===== config.mk =====
export PLATFORM = sky130hd
export DESIGN_NAME = cfg_port_window
export DESIGN_NICKNAME = d
export VERILOG_FILES = /design/src/rtl/cpw_pkg.sv /design/src/rtl/cpw_lane_sel.sv /design/src/rtl/cpw_addr_reg.sv /design/src/rtl/cpw_dn_map.sv /design/src/rtl/cfg_port_window.sv
export SDC_FILE = /design/constraint.sdc
export NUM_CORES = 1
export LEC_CHECK = 0
export BUFFER_PORTS_ARGS = -buffer_cell sky130_fd_sc_hd__buf_2
export CORE_MARGIN = 1.5
export CORE_UTILIZATION = 40
export DETAILED_ROUTE_END_ITERATION = 12
export GPL_TIMING_DRIVEN = 0
export PLACE_DENSITY = 0.71
export SLEW_MARGIN = 20
export SYNTH_ARGS = -nofsm -noshare
export SYNTH_HDL_FRONTEND = slang
export SYNTH_SLANG_ARGS = --single-unit

===== constraint.sdc =====
create_clock -name clk -period 2.1 [get_ports clk]
set_input_delay 0.21 -clock clk [delete_from_list [all_inputs] [get_ports clk]]
set_output_delay 0.21 -clock clk [all_outputs]
set_load 0.02 [all_outputs]

===== src/rtl/cpw_pkg.sv =====
package cpw_pkg;

    typedef enum logic [1:0] {
        DN_IO   = 2'd0,
        DN_CFG0 = 2'd1,
        DN_CFG1 = 2'd2
    } dn_kind_e;

    typedef enum logic [1:0] {
        ST_IDLE,
        ST_GUARD,
        ST_ISSUE,
        ST_DONE
    } cpw_state_e;

    localparam logic [1:0] SZ_BYTE = 2'd0;
    localparam logic [1:0] SZ_HALF = 2'd1;

endpackage


===== src/rtl/cpw_lane_sel.sv =====
module cpw_lane_sel #(
    parameter int DATA_W = 32,
    localparam int NB    = DATA_W / 8,
    localparam int LW    = $clog2(NB)
) (
    input  logic [1:0]        size,
    input  logic [LW-1:0]     lane_off,
    output logic [NB-1:0]     be,
    output logic [DATA_W-1:0] mask
);
    import cpw_pkg::*;

    always_comb begin
        unique case (size)
            SZ_BYTE: be = NB'(1) << lane_off;
            SZ_HALF: be = NB'(3) << (lane_off & ~LW'(1));
            default: be = '1;
        endcase
    end

    for (genvar i = 0; i < NB; i++) begin : g_mask
        assign mask[8*i +: 8] = {8{be[i]}};
    end

endmodule


===== src/rtl/cpw_addr_reg.sv =====
module cpw_addr_reg #(
    parameter int DATA_W = 32,
    localparam int NB    = DATA_W / 8
) (
    input  logic              clk,
    input  logic              rst_n,
    input  logic              wr_en,
    input  logic [NB-1:0]     wr_be,
    input  logic [DATA_W-1:0] wr_data,
    output logic [DATA_W-1:0] addr_q
);
    always_ff @(posedge clk) begin
        if (!rst_n) begin
            addr_q <= '0;
        end else if (wr_en) begin
            for (int i = 0; i < NB; i++) begin
                if (wr_be[i]) addr_q[8*i +: 8] <= wr_data[8*i +: 8];
            end
        end
    end

endmodule


===== src/rtl/cpw_dn_map.sv =====
module cpw_dn_map (
    input  logic [23:0]            areg,
    input  logic                   is_io,
    output logic [31:0]            map_addr,
    output cpw_pkg::dn_kind_e      map_kind
);
    import cpw_pkg::*;

    always_comb begin
        if (is_io) begin
            map_addr = {16'h0000, areg[15:0]};
            map_kind = DN_IO;
        end else begin
            map_addr = {8'h00, areg[23:2], 2'b00};
            map_kind = (areg[23:16] == 8'h00) ? DN_CFG0 : DN_CFG1;
        end
    end

endmodule


===== src/rtl/cfg_port_window.sv =====
module cfg_port_window #(
    parameter int          OFF_W    = 12,
    parameter logic [11:0] OFF_AREG = 12'h064,
    parameter logic [11:0] OFF_CFG  = 12'h068,
    parameter logic [11:0] OFF_IO   = 12'h06C
) (
    input  logic             clk,
    input  logic             rst_n,
    input  logic             host_req,
    input  logic             host_we,
    input  logic [OFF_W-1:0] host_addr,
    input  logic [1:0]       host_size,
    input  logic [31:0]      host_wdata,
    output logic             host_ack,
    output logic [31:0]      host_rdata,
    output logic             dn_req,
    output logic [1:0]       dn_kind,
    output logic [31:0]      dn_addr,
    output logic [3:0]       dn_be,
    output logic             dn_we,
    output logic [31:0]      dn_wdata,
    input  logic             dn_rsp_valid,
    input  logic             dn_rsp_err,
    input  logic [31:0]      dn_rdata
);
    import cpw_pkg::*;

    localparam int DATA_W = 32;
    localparam int NB     = DATA_W / 8;
    localparam int LW     = $clog2(NB);

    cpw_state_e state, state_nx;

    logic              hit_areg, hit_cfg, hit_io, accept;
    logic [NB-1:0]     sel_be;
    logic [DATA_W-1:0] sel_mask;
    logic [DATA_W-1:0] addr_q;
    logic [31:0]       map_addr;
    dn_kind_e          map_kind;

    logic [NB-1:0]     be_q;
    logic [DATA_W-1:0] mask_q;
    logic              we_q;
    logic [DATA_W-1:0] wdata_q;
    logic [31:0]       daddr_q;
    dn_kind_e          kind_q;
    logic [DATA_W-1:0] rdata_q;

    assign hit_areg = host_addr[OFF_W-1:LW] == OFF_AREG[OFF_W-1:LW];
    assign hit_cfg  = host_addr[OFF_W-1:LW] == OFF_CFG[OFF_W-1:LW];
    assign hit_io   = host_addr[OFF_W-1:LW] == OFF_IO[OFF_W-1:LW];
    assign accept   = (state == ST_IDLE) && host_req;

    cpw_lane_sel #(.DATA_W(DATA_W)) u_lane (
        .size     (host_size),
        .lane_off (host_addr[LW-1:0]),
        .be       (sel_be),
        .mask     (sel_mask)
    );

    cpw_addr_reg #(.DATA_W(DATA_W)) u_areg (
        .clk     (clk),
        .rst_n   (rst_n),
        .wr_en   (accept && hit_areg && host_we),
        .wr_be   (sel_be),
        .wr_data (host_wdata),
        .addr_q  (addr_q)
    );

    cpw_dn_map u_map (
        .areg     (addr_q[23:0]),
        .is_io    (hit_io),
        .map_addr (map_addr),
        .map_kind (map_kind)
    );

    // State register
    always_ff @(posedge clk) begin
        if (!rst_n) state <= ST_IDLE;
        else        state <= state_nx;
    end

    // Next-state logic
    always_comb begin
        state_nx = state;
        unique case (state)
            ST_IDLE:  if (host_req) state_nx = (hit_cfg || hit_io) ? ST_GUARD : ST_DONE;
            ST_GUARD: state_nx = ST_ISSUE;
            ST_ISSUE: if (dn_rsp_valid) state_nx = ST_DONE;
            ST_DONE:  state_nx = ST_IDLE;
            default:  state_nx = ST_IDLE;
        endcase
    end

    // Datapath capture
    always_ff @(posedge clk) begin
        if (!rst_n) begin
            be_q    <= '0;
            mask_q  <= '0;
            we_q    <= 1'b0;
            wdata_q <= '0;
            daddr_q <= '0;
            kind_q  <= DN_IO;
            rdata_q <= '0;
        end else if (accept) begin
            be_q    <= sel_be;
            mask_q  <= sel_mask;
            we_q    <= host_we;
            wdata_q <= host_wdata & sel_mask;
            daddr_q <= map_addr;
            kind_q  <= map_kind;
            rdata_q <= (hit_areg && !host_we) ? addr_q : '0;
        end else if (state == ST_ISSUE && dn_rsp_valid) begin
            rdata_q <= dn_rsp_err ? '1 : (we_q ? '0 : (dn_rdata & mask_q));
        end
    end

    // Outputs
    always_comb begin
        dn_req     = (state == ST_ISSUE);
        host_ack   = (state == ST_DONE);
        host_rdata = rdata_q;
        dn_kind    = kind_q;
        dn_addr    = daddr_q;
        dn_be      = be_q;
        dn_we      = we_q;
        dn_wdata   = wdata_q;
    end

    // fields settled one cycle before the request rises
    a_r6_guard_cycle: assert property (@(posedge clk) disable iff (!rst_n)
        $rose(dn_req) |-> $stable(dn_addr) && $stable(dn_kind) && $stable(dn_be)
                          && $stable(dn_wdata) && $stable(dn_we));

    // fields held while waiting
    a_r6_hold_while_wait: assert property (@(posedge clk) disable iff (!rst_n)
        dn_req && !dn_rsp_valid |=> dn_req && $stable(dn_addr) && $stable(dn_be)
                                    && $stable(dn_kind));

    // acknowledge is a single-cycle pulse
    a_r10_ack_pulse: assert property (@(posedge clk) disable iff (!rst_n)
        host_ack |=> !host_ack);

    // error response gives all ones
    a_r8_err_ones: assert property (@(posedge clk) disable iff (!rst_n)
        dn_req && dn_rsp_valid && dn_rsp_err |=> host_ack && (host_rdata == '1));

    // type-0 cycles only for bus 0
    a_r3_bus0_kind: assert property (@(posedge clk) disable iff (!rst_n)
        dn_req && (dn_kind == DN_CFG0) |-> dn_addr[23:16] == 8'h00);

    // configuration addresses are dword aligned
    a_r2_cfg_aligned: assert property (@(posedge clk) disable iff (!rst_n)
        dn_req && (dn_kind != DN_IO) |-> dn_addr[1:0] == 2'b00);

    // a request always enables at least one lane
    a_r5_be_nonzero: assert property (@(posedge clk) disable iff (!rst_n)
        dn_req |-> $countones(dn_be) > 0);

    // no acknowledge while a downstream request is open
    a_r7_stall: assert property (@(posedge clk) disable iff (!rst_n)
        dn_req |-> !host_ack);

endmodule


======== After elaboration in Yosys (flattened, before gate mapping) ========
Index checks and enable logic that the tools add are counted.
W data, S select, Z words.
storage, ports and cells
  register bits after elaboration ......... 162
  input port bits ......................... 84
  output and inout bits ................... 105
  word-level logic and storage cells ...... 54
cells by class
  equality and inequality tests ........... 9
  shift operators ......................... 2
  mux-type cells .......................... 13
  bitwise logic cells ..................... 2
  reductions and logical operators ........ 16
operators with widths
  kind                   count
  $mux W32               5
  $and A32 B32 Y32       2
  $eq A10 B5 Y1 const B  3
  $mux W24               1
  $mux W2                5
  $reduce_and A2 Y1      5
  $logic_not A8 Y1       1
  $pmux W2 S4            1
  $pmux W4 S2            1
  $logic_and A1 B1 Y1    5
  $eq A2 B1 Y1 const B   2
  $eq A2 B2 Y1 const B   2
  $logic_not A2 Y1       2
  $shl A1 B2 Y4 const A  1
  $shl A2 B2 Y4 const A  1
  $ne A2 B1 Y1 const B   1
  $ne A2 B2 Y1 const B   1
  $reduce_bool A2 Y1     1
  $logic_not A1 Y1       1
  $logic_or A1 B1 Y1     1

======== Depth between registers and ports, before layout ========
Gate-level depths: netlist of the first run.
  depth in word-level cells ............... 5
  gate-level depth with buffers ........... 8
  gate-level depth less buffers ........... 6

======== By module ========
Synthesis of the first run repeated with hierarchy kept, for this count alone.
second synthesis, totals
  cell total of the unflattened synthesis .. 928
  area total of the unflattened synthesis .. 7961.4 um2
modules (own cells, without submodules)
  module           times used  cells an instance  area each (um2)  seq. area each (um2)
  cfg_port_window  1           700                5965.7           2742.6
  cpw_addr_reg     1           151                1426.4           640.6
  cpw_lane_sel     1           39                 291.5            0.0
  cpw_dn_map       1           38                 277.8            0.0

======== Worst setup path before layout of the first run ========
Ideal clock, no wire load.
  path kind ............................... register to register
  start ................................... reg state[0]
  end ..................................... reg rdata_q[10], in the netlist host_rdata[10]
  setup time .............................. 152 ps
  arrival ................................. 1775 ps
  required time ........................... 1948 ps
  setup slack ............................. 173 ps
  cell stages (with the launch flop) ...... 8
  path buffers ............................ 2
  period minus slack after synthesis ...... 1927 ps
  cell sequence ........................... dfxtp_1 inv_1 ha_1 and2_1 clkbuf_1 nor3_1 clkbuf_1 a221oi_1
on the way
  word-level cells in the longest chain between the ends .. 3
  elaborated cells on any way between the ends .. 6
  those cells by class .................... 1 x eq/ne; 1 x mux; 4 x reduce/logical
ends and longest elaborated chain
  element                                                   line                                           text
  from (decl)                                               cfg_port_window.sv:32                          cpw_state_e state, state_nx;
  from (signal assigned)                                    cfg_port_window.sv:80                          else state <= state_nx;
  $eq A2 B2 Y1 or $logic_not A2 Y1 (tied branches)          cfg_port_window.sv:113, cfg_port_window.sv:52
  $logic_and A1 B1 Y1, on equally long branches             cfg_port_window.sv:113, cfg_port_window.sv:52
  $reduce_bool A2 Y1 (no line) or $mux W32 (tied branches)  n/a
  to (signal assigned)                                      cfg_port_window.sv:112                         rdata_q <= (hit_areg && !host_we) ? addr_q : '0;
  to (signal assigned)                                      cfg_port_window.sv:114                         rdata_q <= dn_rsp_err ? '1 : (we_q ? '0 : (dn_rdata & mask_q));
  to (decl)                                                 cfg_port_window.sv:47                          logic [DATA_W-1:0] rdata_q;
Parallel ways exist; a longest one is shown, timed or not.
A chain may end at the register's enable or synchronous reset.

======== Worst setup path after layout of the first run ========
  start ................................... reg state[1]
  end ..................................... reg rdata_q[8], in the netlist host_rdata[8]
Same word-level chain as after synthesis.

==> summary.md, run 1 <==
| Metric | Value |
|---|---|
| Site Rows | 43 |
| Peak supply drop | 0.588 mV |
| Port Buffers | roughly 180 |
| Routed Antenna Nets | 0 |
| Cell Pwr Density | between 1000 and 1500 nW/um2 |
| Clock power share | 36.7% |
| Num Clock Sinks | around 130 |
| RSZ-0062 raised after global routing | yes |
| Routability Congestion | just under 0.9 |
| Cell count after synthesis | about 660 |
| Crit path DAT | ~2.4 ns |
| Post-placement setup slack | -0.401 ns |
| GR Overflow Total | 0 |
| Layout Area Growth over Synthesis | 31.7% |
| Final Setup Violations | 0 |
| Outcome | complete, no violations |
| Post-synth ARST share | 0% |
| Residual DRC count | 0 |
| Clock Latency Late Sink | 0.42 ns |
| CP Capture Type | register |
| Max Cap Violations | 0 |
| Vias/cell | 5.11 |
| Tot Pwr | approximately 8.5 mW |
| Total track usage | a little under a quarter |
| First-pass GRT wire length | around 27000 um |
| CTS tree | yes |
| Hold Buf Count CTS | 0 |
| Cts repair resizes | 12 |
| Proportion of layout cells with a drive suffix above 1 | 29.2% |
| Fin. max-slew vios | 0 |
| Final core utilization | between 50 and 60% |
| Post-CTS Setup Bufs | 0 |
| CTS H-tree depth | 4 |
| Tcrit/Tclk final | 98.8% |
| Seq pwr share | between 30 and 40% |
| Max clock buf depth | 2 |
| Mapped Area | approximately 5700 um2 |
| Cell area after layout | approximately 7500 um2 |
| Clock skew | 0.00937 ns |
| Predominant post-synthesis flop cell | dfxtp_1 |
| Yosys cell types | 36 |
| NetSw | between 2 and 3 mW |
| Die footprint | around 15000 um2 |
| Clock-pin slew on the worst setup and hold paths | 0.06 ns |
| Antenna diodes | 0 |
| Total wire length | approximately 17000 um |
| Hold_sp | dn_rdata[4] |
| Worst setup margin | between 0.02 and 0.025 ns |
| Crit Path Max Fanout | 10 |
| Post-DP HPWL | 13000 um |
| Reg2reg path depth | 7 |
| I/O pin total | 189 |
| Yosys warnings | 0 |
| CP Launch Point | state[1] |
| Die X | approximately 120 um |
| Slew @ Worst Pin | between 1 and 1.5 ns |
| Lkg Pwr | about 3.3 nW |
| Int Power | about 5.6 mW |
| Critical Path RT | ~2.4 ns |
| Detailed Route Iter0 Violations | approximately 330 |
| Worst reg2reg startpoint | state[1] |
| CTS Buf Count | 17 |
| Core area | between 10000 and 15000 um2 |
| Vias in the first global route | roughly 5000 |
| Routed via count | roughly 5400 |
| HP Class | primary input to register |
| Root buf cell | clkbuf_16 |
| Die H | roughly 120 um |
| EDFF count, synth | 0 |
| Setup TNS | 0 ns |
| Worst setup SP type | register |
| WL/cell | 16.4 um |
| Initial core utilization | 40.9% |
| Crit Path Class | register to register |
| Register bit total from synthesis | approximately 130 |
| DRT Pass-1 Iters | 5 |
| Hold violation count in the final report | 0 |
| Pin count of the biggest net entering global routing | 17 |
| Comb power frac | approximately 28% |
| Max Clk Rate | between 0.4 and 0.5 GHz |
| Nets | roughly 950 |
| Initial antenna violation count | 0 |
| Sw frac | ~34% |
| DP Area | ~6800 um2 |
| Min Tclk post-route | ~2.1 ns |
| Max_slew headroom | between 30% and 40% |
| Worst hold path depth | 3 |
| Part of the Yosys area used for sequential elements | a little under half |
| Syn Area/Cell | 8.65 um2 |
[layout make-up]
| class | instances | area (um2) |
|---|---|---|
| Multi-Input combinational cell | 466 | 2810 |
| Clock buffer | 18 | 439 |
| Buffer | 63 | 308 |
| Timing Repair Buffer | 179 | 896 |
| Tap cell | 180 | 225 |
| Clock inverter | 14 | 189 |
| Sequential cell | 129 | 2580 |
| Inverter | 5 | 18.8 |
| Fill cell | 1346 | 6410 |
[final timing paths]
kind,to,slack [ns]
setup / recovery,host_rdata[8],0.02
hold reg to reg,dn_addr[2],0.46
hold / removal,host_rdata[4],0.04
setup reg to reg,host_rdata[8],0.02
[cell usage after synthesis (all sizes together) (2+ instances only)]
master  instances  area [um2]
nand2         171         652
dfxtp         129        2580
a21boi         50         375
clkbuf         45         169
o21ai          34         170
nand3          33         165
a221oi         32         343
mux2i          32         320
nand3b         32         240
buf            18         121
nor2b          13        81.3
and2           11        68.8
nor2           11        41.3
a31oi           8        50.1
inv             5        18.8
nor4            5        61.3
ha              4        50.1
nor3b           4        30.0
nand2b          3        18.8
nand4           3        18.8
a21o            2        15.0
a21oi           2        10.0
o21bai          2        15.0
[worst max-delay path: stages (launching register included)]
cell and delay [ns]:
dfxtp_1 0.39, inv_1 0.08, ha_1 0.22, and2_1 0.16, clkbuf_1 0.13, nor3_2 0.46, clkbuf_2 0.38, a221oi_1 0.12
[placed cells by master, fill, tap and decap left out, types with 2 or more instances in the layout]
cell type | Yosys | final
nor4_1 | 3 | 3
clkinv_4 | 0 | 3
mux2i_1 | 32 | 32
clkbuf_2 | 0 | 9
a31oi_1 | 8 | 8
nand2b_1 | 3 | 3
a21boi_0 | 50 | 50
and2_1 | 11 | 11
nand2_1 | 167 | 167
inv_1 | 5 | 5
nor3b_1 | 4 | 4
nor4_4 | 2 | 2
buf_4 | 8 | 8
a21o_1 | 2 | 2
buf_1 | 6 | 5
bufinv_16 | 0 | 4
conb_1 | 1 | 8
nand2_2 | 4 | 4
nand4_1 | 3 | 3
buf_2 | 1 | 185
a221oi_1 | 22 | 22
ha_1 | 4 | 4
clkbuf_1 | 45 | 32
a21oi_1 | 2 | 2
buf_6 | 3 | 3
nor2_1 | 11 | 11
o21bai_1 | 2 | 2
a221oi_2 | 10 | 10
nand3b_1 | 32 | 32
clkinvlp_4 | 0 | 3
nand3_1 | 33 | 33
clkbuf_16 | 0 | 17
dfxtp_1 | 129 | 129
o21ai_0 | 34 | 34
nor2b_1 | 13 | 13
clkinv_2 | 0 | 4
[cell families (layout without fill, tap and decap cells)]
family                     Yosys count  in the layout  synth area share (%)
buffers and inverters               68            279                  5.45
other                                1              8                0.0661
muxes                               32             32                  5.65
DFF                                129            129                  45.5
adders and majority gates            4              4                 0.882
and+or+nand+nor                    290            290                  24.9
AOI/OAI and AO/OA                  132            132                  17.5
[through the flow]
step	std cells	hold slack [ns]
2_1_floorplan	663	0.349
3_3_place_gp	1022	0.447
5_1_grt	1054	0.0454
4_1_cts	1054	0.0285
3_5_place_dp	1022	0.454
6_report	1054	0.0431
[state kept, by name, summed over array words and instances (netlist names)]
name and flops:
dn_wdata 32, host_rdata 32, u_areg.addr_q 32, dn_addr 24
dn_be 4, dn_kind 2, state 2, dn_we 1
[power groups by stage]
stage               combinational (mW)  clock (mW)  sequential, mW
floorplan                         1.09           0            3.45
detailed placement                2.31           0            3.05
CTS                               2.35        3.16            3.01
global route                      2.58        3.26            3.04
global placement                  2.30           0            3.05
finish                            2.35        3.11            3.01
[layer usage]
metal / global-route usage (%) / vias up / wire length (um)
met3: 6.13 / 25 / 1090
met2: 37.5 / 174 / 7880
met5: 0 / - / 0
met1: 31.0 / 2509 / 7970
li1: - / 2681 / -
met4: 8.36 / 0 / 339
No activity file was read; power rests on OpenSTA's default activity.
==> run 2, diff against run 1 <==
--- a/config.mk
+++ b/config.mk
@@ -10,8 +10,9 @@
 export CORE_UTILIZATION = 40
 export DETAILED_ROUTE_END_ITERATION = 12
 export GPL_TIMING_DRIVEN = 0
-export PLACE_DENSITY = 0.71
+export PLACE_DENSITY = 0.68
 export SLEW_MARGIN = 20
 export SYNTH_ARGS = -nofsm -noshare
 export SYNTH_HDL_FRONTEND = slang
+export SYNTH_HIERARCHICAL = 1
 export SYNTH_SLANG_ARGS = --single-unit
==> summary.md, run 2 <==
| Metric | Value |
|---|---|
| Fin. max-slew vios | 0 |
| CTS Buf Count | 17 |
| Crit Path Max Fanout | 10 |
| Register bit total from synthesis | ~170 |
| Yosys cell types | 39 |
| Int Power | approximately 6.6 mW |
| CTS tree | yes |
| Root buf cell | clkbuf_16 |
| Pin count of the biggest net entering global routing | 17 |
| Routed Antenna Nets | 0 |
| Num Clock Sinks | between 150 and 200 |
| Lkg Pwr | 4.32 nW |
| WL/cell | approximately 18 um |
| Clock Latency Late Sink | ~0.45 ns |
| Top-count cell post-synth | nand2_1 |
| Proportion of layout cells with a drive suffix above 1 | between 30% and 40% |
| CTS H-tree depth | 4 |
| Post-synth top area share | between 40 and 50% |
| Mapped Area | 7960 um2 |
| Most common cell after layout, fill and taps aside | buf_2 |
| First-pass GRT wire length | about 39000 um |
| Max clock buf depth | 2 |
| Max Cap Violations | 0 |
| Post-synth ARST share | 0% |
| Routed via count | around 7500 |
| Crit path DAT | approximately 2.4 ns |
| Yosys warnings | 6 |
| Tcrit/Tclk final | 94.9% |
| Cell area after layout | 9840 um2 |
| Residual DRC count | 0 |
| Die X | around 140 um |
| Commonest cells in the synthesized netlist | 209 x nand2_1, 169 x dfxtp_1, 70 x a21boi_1 |
| Initial antenna violation count | 3 |
| Max Clk Rate | around 0.5 GHz |
| Synth top area cells | dfxtp_1 42%, nand2_1 9.9%, a21boi_1 6.6% |
| Nets | approximately 1200 |
| Clock skew | about 0.01 ns |
| Port Buffers | ~190 |
| Core area | a little under 20000 um2 |
| Site Rows | 51 |
| Cell Pwr Density | about 1100 nW/um2 |
| DP Area | 9260 um2 |
| Most frequent cells in the layout | 211 x buf_2, 208 x nand2_1, 169 x dfxtp_1 |
| Layout Area Growth over Synthesis | 23.6% |
| Critical Path RT | between 2 and 2.5 ns |
| Crit Path Class | primary input to register |
| Peak supply drop | just under 0.8 mV |
| Final core utilization | between 50% and 60% |
| GR Overflow Total | 0 |
| Max_slew headroom | approximately 37% |
| Post-DP HPWL | just under 20000 um |
| Tightest hold margin | ~0.036 ns |
| Routability Congestion | a little under 0.9 |
| I/O pin total | approximately 190 |
| Clock-pin slew on the worst setup and hold paths | roughly 0.070 ns |
| RSZ-0062 raised after global routing | no |
| Outcome | complete, no violations |
| Vias/cell | ~5.3 |
| Worst setup SP type | primary input |
| DRT Pass-1 Iters | 6 |
| Clock power share | a little under 30% |
| Detailed Route Iter0 Violations | between 500 and 600 |
| Post-synth top area cell | dfxtp_1 |
| Predominant post-synthesis flop cell | dfxtp_1 |
| Cell count after synthesis | between 900 and 1000 |
| Die footprint | roughly 21000 um2 |
| Final Setup Violations | 0 |
| CP Capture Type | register |
| Part of the Yosys area used for sequential elements | a little over two fifths |
| Seq pwr share | between 30% and 40% |
| Die H | roughly 140 um |
| Syn Area/Cell | roughly 8.6 um2 |
| Min Tclk post-route | between 1.5 and 2 ns |
| Vias in the first global route | just over 7000 |
| HP Class | primary input to register |
| Total wire length | 25700 um |
| Hold violation count in the final report | 0 |
| Slew @ Worst Pin | around 0.94 ns |
| Initial core utilization | about two fifths |
| NetSw | about 4.0 mW |
| Comb power frac | 32.7% |
| Total track usage | around a quarter |
| Sw frac | a little under two fifths |
| EDFF count, synth | 0 |
run 2: area by class of cell:
class	count	area, um2
antenna	2	5.00
buffer	141	905
clock buffer	20	457
clock inverter	12	113
fill	1922	9620
inverter	3	11.3
multi-input combinational	622	3700
sequential	169	3380
tap	265	332
timing repair buffer	187	936
run 2: logic make-up after synthesis:
kind of cell / after synthesis / share of synthesized area, %
other: 1 / 0.0471
AOI/OAI and AO/OA: 242 / 21.8
adders and majority gates: 4 / 0.629
buffers and inverters: 144 / 11.4
DFF: 169 / 42.5
and+or+nand+nor: 368 / 23.5
run 2: path summary, 6_finish.rpt:
kind	start	endpoint	slack, ns	cells past startpoint
worst max-delay path	host_addr[9]	dn_addr[1]	0.11	8
worst min-delay path	host_wdata[28]	u_areg/addr_q[28]	0.04	3
worst max register to register	state[0]	u_areg/addr_q[21]	0.13	9
worst min register to register	dn_addr[29]	dn_addr[29]	0.45	2
run 2: per-stage QoR:
stage | TNS, ns | power, mW | instances | worst slack (ns)
after floorplan | 0 | 6.30 | 935 | 0.401
after global placement | -2.80 | 7.50 | 1387 | -0.258
after detailed placement | -4.35 | 7.54 | 1387 | -0.287
after CTS | 0 | 10.6 | 1419 | 0.0510
after global routing | 0 | 11.1 | 1419 | 0.000916
final | 0 | 10.6 | 1421 | 0.107
run 2: worst max-delay path, cell delays in order:
cell and delay (ns):
buf_2 0.13, nor4_4 0.74, and2_1 0.24, and3_1 0.21, clkbuf_1 0.44, and2_1 0.20, nand2_1 0.06, a21boi_1 0.13
run 2: timing repair:
item | in CTS | in global routing
setup buffers | 0 | 0
resized for setup | 0 | 4
hold buffers | 0 | 0
hold endpoints to repair | 0 | 0
setup endpoints to repair | 0 | 45
run 2: power by group through the flow:
stage / Sequential [mW] / Clock (mW) / Combinational, mW
floorplan: 4.49 / 0 / 1.81
global placement: 4.10 / 0 / 3.40
detailed placement: 4.11 / 0 / 3.43
CTS: 4.04 / 3.11 / 3.45
global route: 4.10 / 3.24 / 3.80
finish: 4.05 / 3.10 / 3.47
run 2: layer usage:
metal	GRT usage [%]	vias up	wire length (um)
met1	32.0	3483	11300
li1	-	3637	-
met3	6.46	51	1970
met2	40.9	306	11800
met5	0	-	0
met4	9.29	0	656
